===== src/rtl/cmb_pkg.sv =====
package cmb_pkg;
  localparam int unsigned LANES   = 4;
  localparam int unsigned ENTRY_W = 16;
  localparam int unsigned MSG_W   = 8;

  typedef enum logic [1:0] {
    ST_IDLE  = 2'd0,
    ST_READ  = 2'd1,
    ST_MERGE = 2'd2
  } cmb_state_e;

  // set on the control bits (15:8) of every entry in a row
  function automatic logic [LANES*ENTRY_W-1:0] upper_mask();
    logic [LANES*ENTRY_W-1:0] m;
    m = '0;
    for (int k = 0; k < LANES; k++) begin
      m[k*ENTRY_W+MSG_W +: ENTRY_W-MSG_W] = '1;
    end
    return m;
  endfunction
endpackage


===== src/rtl/cmb_addr_decode.sv =====
module cmb_addr_decode #(
  parameter int unsigned ADDR_W     = 16,
  parameter int unsigned WIN_BASE   = 'h2000,
  parameter int unsigned NUM_GROUPS = 6,
  parameter int unsigned SPAN_LOG2  = 10,
  parameter int unsigned GRP_W      = 3,
  parameter int unsigned ROW_W      = 11
) (
  input  logic [ADDR_W-1:0] addr_i,
  output logic              hit_o,
  output logic [ROW_W-1:0]  row_o
);
  localparam int unsigned TOP_W = ADDR_W - SPAN_LOG2;

  logic [ADDR_W-1:0] off;
  logic [TOP_W-1:0]  grp;
  logic              unused_lsb;

  always_comb begin
    off   = addr_i - ADDR_W'(WIN_BASE);
    grp   = off[ADDR_W-1:SPAN_LOG2];
    hit_o = (addr_i >= ADDR_W'(WIN_BASE)) && (grp < TOP_W'(NUM_GROUPS));
    row_o = {grp[GRP_W-1:0], off[SPAN_LOG2-1:2]};
  end

  assign unused_lsb = ^off[1:0];
endmodule


===== src/rtl/cmb_lane_merge.sv =====
module cmb_lane_merge
  import cmb_pkg::*;
(
  input  logic [LANES*ENTRY_W-1:0] row_i,
  input  logic [LANES*MSG_W-1:0]   wdata_i,
  input  logic [LANES-1:0]         be_i,
  output logic [LANES*ENTRY_W-1:0] row_o
);
  for (genvar k = 0; k < LANES; k++) begin : g_lane
    localparam int unsigned H = LANES - 1 - k;  // big-endian host lane
    assign row_o[k*ENTRY_W+MSG_W +: ENTRY_W-MSG_W] = row_i[k*ENTRY_W+MSG_W +: ENTRY_W-MSG_W];
    assign row_o[k*ENTRY_W +: MSG_W] = be_i[H] ? wdata_i[H*MSG_W +: MSG_W]
                                               : row_i[k*ENTRY_W +: MSG_W];
  end
endmodule


===== src/rtl/cmb_lane_pack.sv =====
module cmb_lane_pack
  import cmb_pkg::*;
(
  input  logic [LANES*ENTRY_W-1:0] row_i,
  output logic [LANES*MSG_W-1:0]   data_o
);
  logic [LANES-1:0] unused_hi;

  for (genvar k = 0; k < LANES; k++) begin : g_lane
    localparam int unsigned H = LANES - 1 - k;
    assign data_o[H*MSG_W +: MSG_W] = row_i[k*ENTRY_W +: MSG_W];
    assign unused_hi[k] = ^row_i[k*ENTRY_W+MSG_W +: ENTRY_W-MSG_W];
  end
endmodule


===== src/rtl/cmb_byte_port.sv =====
module cmb_byte_port
  import cmb_pkg::*;
#(
  parameter  int unsigned ADDR_W     = 16,
  parameter  int unsigned WIN_BASE   = 'h2000,
  parameter  int unsigned NUM_GROUPS = 6,
  parameter  int unsigned SPAN_LOG2  = 10,
  localparam int unsigned GRP_W      = (NUM_GROUPS > 1) ? $clog2(NUM_GROUPS) : 1,
  localparam int unsigned ROW_W      = GRP_W + SPAN_LOG2 - 2,
  localparam int unsigned HOST_W     = LANES * MSG_W,
  localparam int unsigned ROWDATA_W  = LANES * ENTRY_W
) (
  input  logic                 clk_i,
  input  logic                 rst_ni,
  input  logic                 req_i,
  input  logic                 we_i,
  input  logic [ADDR_W-1:0]    addr_i,
  input  logic [LANES-1:0]     be_i,
  input  logic [HOST_W-1:0]    wdata_i,
  output logic                 busy_o,
  output logic                 rsp_valid_o,
  output logic [HOST_W-1:0]    rdata_o,
  output logic                 mem_re_o,
  output logic                 mem_we_o,
  output logic [ROW_W-1:0]     mem_addr_o,
  output logic [ROWDATA_W-1:0] mem_wdata_o,
  input  logic [ROWDATA_W-1:0] mem_rdata_i
);
  localparam logic [ROWDATA_W-1:0] UPPER_MASK = upper_mask();

  cmb_state_e          state_q;
  logic                dec_hit;
  logic [ROW_W-1:0]    dec_row;
  logic                hit_q, we_q;
  logic [LANES-1:0]    be_q;
  logic [HOST_W-1:0]   wdata_q;
  logic [ROWDATA_W-1:0] merged_row;
  logic [HOST_W-1:0]   packed_bytes;

  cmb_addr_decode #(
    .ADDR_W    (ADDR_W),
    .WIN_BASE  (WIN_BASE),
    .NUM_GROUPS(NUM_GROUPS),
    .SPAN_LOG2 (SPAN_LOG2),
    .GRP_W     (GRP_W),
    .ROW_W     (ROW_W)
  ) u_dec (
    .addr_i(addr_i),
    .hit_o (dec_hit),
    .row_o (dec_row)
  );

  cmb_lane_merge u_merge (
    .row_i  (mem_rdata_i),
    .wdata_i(wdata_q),
    .be_i   (be_q),
    .row_o  (merged_row)
  );

  cmb_lane_pack u_pack (
    .row_i (mem_rdata_i),
    .data_o(packed_bytes)
  );

  assign busy_o = (state_q != ST_IDLE);

  always_ff @(posedge clk_i or negedge rst_ni) begin
    if (!rst_ni) begin
      state_q     <= ST_IDLE;
      hit_q       <= 1'b0;
      we_q        <= 1'b0;
      be_q        <= '0;
      wdata_q     <= '0;
      mem_re_o    <= 1'b0;
      mem_we_o    <= 1'b0;
      mem_addr_o  <= '0;
      mem_wdata_o <= '0;
      rsp_valid_o <= 1'b0;
      rdata_o     <= '0;
    end else begin
      mem_re_o    <= 1'b0;
      mem_we_o    <= 1'b0;
      rsp_valid_o <= 1'b0;
      unique case (state_q)
        ST_IDLE: if (req_i) begin
          state_q  <= ST_READ;
          hit_q    <= dec_hit;
          we_q     <= we_i;
          be_q     <= be_i;
          wdata_q  <= wdata_i;
          mem_re_o <= dec_hit;
          if (dec_hit) mem_addr_o <= dec_row;
        end
        ST_READ: state_q <= ST_MERGE;
        ST_MERGE: begin
          state_q     <= ST_IDLE;
          rsp_valid_o <= 1'b1;
          rdata_o     <= (hit_q && !we_q) ? packed_bytes : '0;
          if (hit_q && we_q) begin
            mem_we_o    <= 1'b1;
            mem_wdata_o <= merged_row;
          end
        end
        default: state_q <= ST_IDLE;
      endcase
    end
  end


  rd_pulse_chk: assert property (@(posedge clk_i) disable iff (!rst_ni)
    mem_re_o |=> !mem_re_o);


  rsp_pulse_chk: assert property (@(posedge clk_i) disable iff (!rst_ni)
    rsp_valid_o |=> !rsp_valid_o);


  wr_follows_rd_chk: assert property (@(posedge clk_i) disable iff (!rst_ni)
    mem_we_o |-> ($past(mem_re_o, 2) && mem_addr_o == $past(mem_addr_o, 2)));


  upper_keep_chk: assert property (@(posedge clk_i) disable iff (!rst_ni)
    mem_we_o |-> ((mem_wdata_o & UPPER_MASK) == ($past(mem_rdata_i) & UPPER_MASK)));


  accept_idle_chk: assert property (@(posedge clk_i) disable iff (!rst_ni)
    mem_re_o |-> $past(req_i && !busy_o));


  miss_quiet_chk: assert property (@(posedge clk_i) disable iff (!rst_ni)
    (rsp_valid_o && !$past(mem_re_o, 2)) |-> (!mem_we_o && rdata_o == '0));
endmodule


===== config.mk =====
export PLATFORM = sky130hd
export DESIGN_NAME = cmb_byte_port
export DESIGN_NICKNAME = d
export VERILOG_FILES = /design/src/rtl/cmb_pkg.sv /design/src/rtl/cmb_addr_decode.sv /design/src/rtl/cmb_lane_merge.sv /design/src/rtl/cmb_lane_pack.sv /design/src/rtl/cmb_byte_port.sv
export SDC_FILE = /design/constraint.sdc
export NUM_CORES = 1
export LEC_CHECK = 0
export BUFFER_PORTS_ARGS = -buffer_cell sky130_fd_sc_hd__buf_4
export CORE_UTILIZATION = 54
export CTS_BUF_LIST = sky130_fd_sc_hd__clkbuf_2
export DETAILED_ROUTE_END_ITERATION = 8
export MAX_ROUTING_LAYER = met4
export PLACE_DENSITY = 0.95
export SLEW_MARGIN = 5
export SYNTH_ARGS = -nofsm -noshare
export SYNTH_HDL_FRONTEND = slang
export SYNTH_SLANG_ARGS = --single-unit

===== constraint.sdc =====
create_clock -name clk_i -period 2.95 [get_ports clk_i]
set_input_delay 0.59 -clock clk_i [delete_from_list [all_inputs] [get_ports clk_i]]
set_output_delay 0.59 -clock clk_i [all_outputs]
set_load 0.01 [all_outputs]

==> run metrics <==
crit path max fanout 5; Clock Path Buffers 2; worst-path cell chain or2_2, buf_4; Crit-path slowest cell dfrtp_1; Synth area leader dfrtp_1; Post-Route Skew about 33 ps; ys async rst share between 90% and 100%; initial antenna violation count 0; DR top layer met4; Core ar. around 10000 um2; Routed Antenna Nets 0; post-synth net total around 520; hold violation count in the final report 0; max-cap violations 0; Distinct cells, synth 22; Synthesis Warnings 0; total iterations of the first detailed-routing run 4; 1st-iter DRT viols ~180; fmax about 450 MHz; RSZ-0062 raised after global routing no; main flop type after synthesis dfrtp_1; smallest hold slack between 100 and 150 ps; Hold Path Class in2reg; Sw Ratio 31.0%; share of the yosys chip area belonging to registers around 65%; final core utilization between 70 and 80%; final net count 753; row count 37; CTS clk-pin slew, worst paths 220 ps; crit-path leading delay family flip-flops; CP bufs+invs 1; IO buf count between 200 and 250; synth cell count leaders 150 x dfrtp_1, 72 x mux2_2, 33 x nand2_1, 33 x o21ai_0; Peak VDD IR roughly 520 uV; share of cells above drive strength 1 between 50% and 60%; worst rel slew slack between 50 and 60%; Req. time, crit path approximately 2400 ps; slowest stage delay, CP 510 ps; drt via density between 5 and 6; post-route minimum period about 2200 ps; ANT cells 0; Synth area leaders dfrtp_1 65%, mux2_2 14%, mux2i_1 5.5%; register bit total from synthesis 150; met3 WL around 600 um; DP Worst Slack around 820 ps; Post-Synthesis Cells 402; metal2 WL around 7.6 mm; Worst-Margin Slew around 660 ps; H-Tree Level Count 4; clock network power share between 10% and 20%; CP Data Arrival Time around 1600 ps; pwr dens just over 800 nW/um2; CTS Buf Count 17; P_int roughly 0.0045 W; number of max-slew violations in the final report 0; # clock sinks 150; Die X-Extent roughly 110 um; Setup crit start kind register; largest net degree at the start of global routing 73; most frequent cell after synthesis dfrtp_1; DRC Markers 0; Starting Density ~56%; Routed Wire Length 14.1 mm; Tcrit/Tclk final 75.4%; vias in the first global route roughly 4400; die extent in y roughly 110 um; Seq pwr share 48.2%; Overall Global Routing Usage between 20% and 30%; nature of the critical path endpoint output pin; first-pass GRT wire length between 20 and 25 mm; hpwl dp between 10 and 15 mm; DR vias 4149; fin worst setup slack 725 ps; Comb power frac 32.4%; endpoints failing setup 0; TNS Setup 0 ps; outcome finished, final reports clean; filler cell count in the final layout just over 600; area share of the largest cell type after synthesis 64.6%; Area Overhead vs Synth 36.6%; CTS Root Cell clkbuf_2; Post-Syn Area ~5800 um2; CTS tree done; Die ar. roughly 11000 um2; Pleak about 4 nW; Mapped Avg Cell Area 14.5 um2; Post-Route M1 WL between 5 and 6 mm; WL/cell about 18 um; Ports between 200 and 250; Worst-Skew Late Latency between 600 and 700 ps; total design power 0.00649 W; routability cong. between 0.7 and 0.8; Post-synth EDFFs 0; Critical Setup Path Class reg2out; GR Overflow Total 0; switching pwr around 0.002 W
-- per-stage QoR --
| stage | cells | area, um2 |
|---|---|---|
| 2_1_floorplan | 402 | 5810 |
| 3_3_place_gp | 748 | 7660 |
| 3_5_place_dp | 748 | 7660 |
| 4_1_cts | 780 | 7940 |
| 5_1_grt | 780 | 7940 |
| 6_report | 780 | 7940 |
-- area by class of cell --
| type | instances | area (um2) | area share (%) |
|---|---|---|---|
| clock inverter | 13 | 180 | 2.27 |
| inverter | 6 | 22.5 | 0.284 |
| sequential | 150 | 3750 | 47.3 |
| multi-input combinational | 220 | 1930 | 24.3 |
| timing repair buffer | 237 | 1800 | 22.6 |
| tap | 136 | 170 | 2.14 |
| clock buffer | 18 | 90.1 | 1.13 |
-- power by group through the flow --
stage / Sequential, W / Combinational (W) / Clock [W]
after floorplan: 0.00328 / 0.000767 / 0
after global placement: 0.00310 / 0.00203 / 0
after detailed placement: 0.00317 / 0.00212 / 0
after CTS: 0.00312 / 0.00212 / 0.00128
after global routing: 0.00320 / 0.00226 / 0.00137
final: 0.00313 / 0.00210 / 0.00126
-- sequential cells by signal, indices dropped and copies added (netlist names), 2 cells and up --
signal	flops
state_q	2
be_q	4
wdata_q	32
mem_addr_o	11
rdata_o	32
mem_wdata_o	64
-- cells in the final DEF (no fill, tap or decap), types with 4 or more instances in the layout --
| master | n |
|---|---|
| mux2_2 | 72 |
| mux2i_1 | 32 |
| bufinv_16 | 4 |
| dfrtp_1 | 150 |
| clkbuf_2 | 18 |
| mux2_4 | 8 |
| a22o_1 | 32 |
| nand2_1 | 33 |
| buf_4 | 234 |
| inv_1 | 6 |
| o21ai_0 | 33 |
-- worst paths after layout --
check,slack [ps],depth (start not counted),end,startpoint
min,150,2,rdata_o[2],mem_rdata_i[50]
min in group asynchronous,480,2,mem_wdata_o[60],rst_ni
max reg2reg,1110,4,rdata_o[17],state_q[0]
min reg2reg,510,2,mem_wdata_o[55],mem_wdata_o[55]
max,730,2,busy_o,state_q[1]
max in group asynchronous,1660,3,mem_wdata_o[36],rst_ni
-- worst register-to-register path, cell delays in order, from the launching register on --
cell      delay [ps]
dfrtp_1          490
nand2b_2         230
nor3_4           460
buf_4            390
a22o_1           210
-- routing by layer --
metal  vias up  global-route usage (%)
met1      2098                    31.2
met5         -                       -
li1       1873                       -
met2       151                    45.6
met3        27                    4.51
met4         0                    11.7
-- what timing repair did --
item	CTS	global route
setup buffers	0	0
hold buffers	1	0
gates resized for setup	0	0
endpoints found under the hold margin	70	0
-- cell families after synthesis --
logic type / Yosys count / synth area share [%]
compound gates: 65 / 7.67
xor+xnor: 1 / 0.151
fa+ha+maj: 1 / 0.215
buf+inv: 32 / 2.52
flops: 150 / 64.6
mux: 112 / 21.5
simple gates: 41 / 3.32
Note: power is estimated with default switching activity, not from simulation.
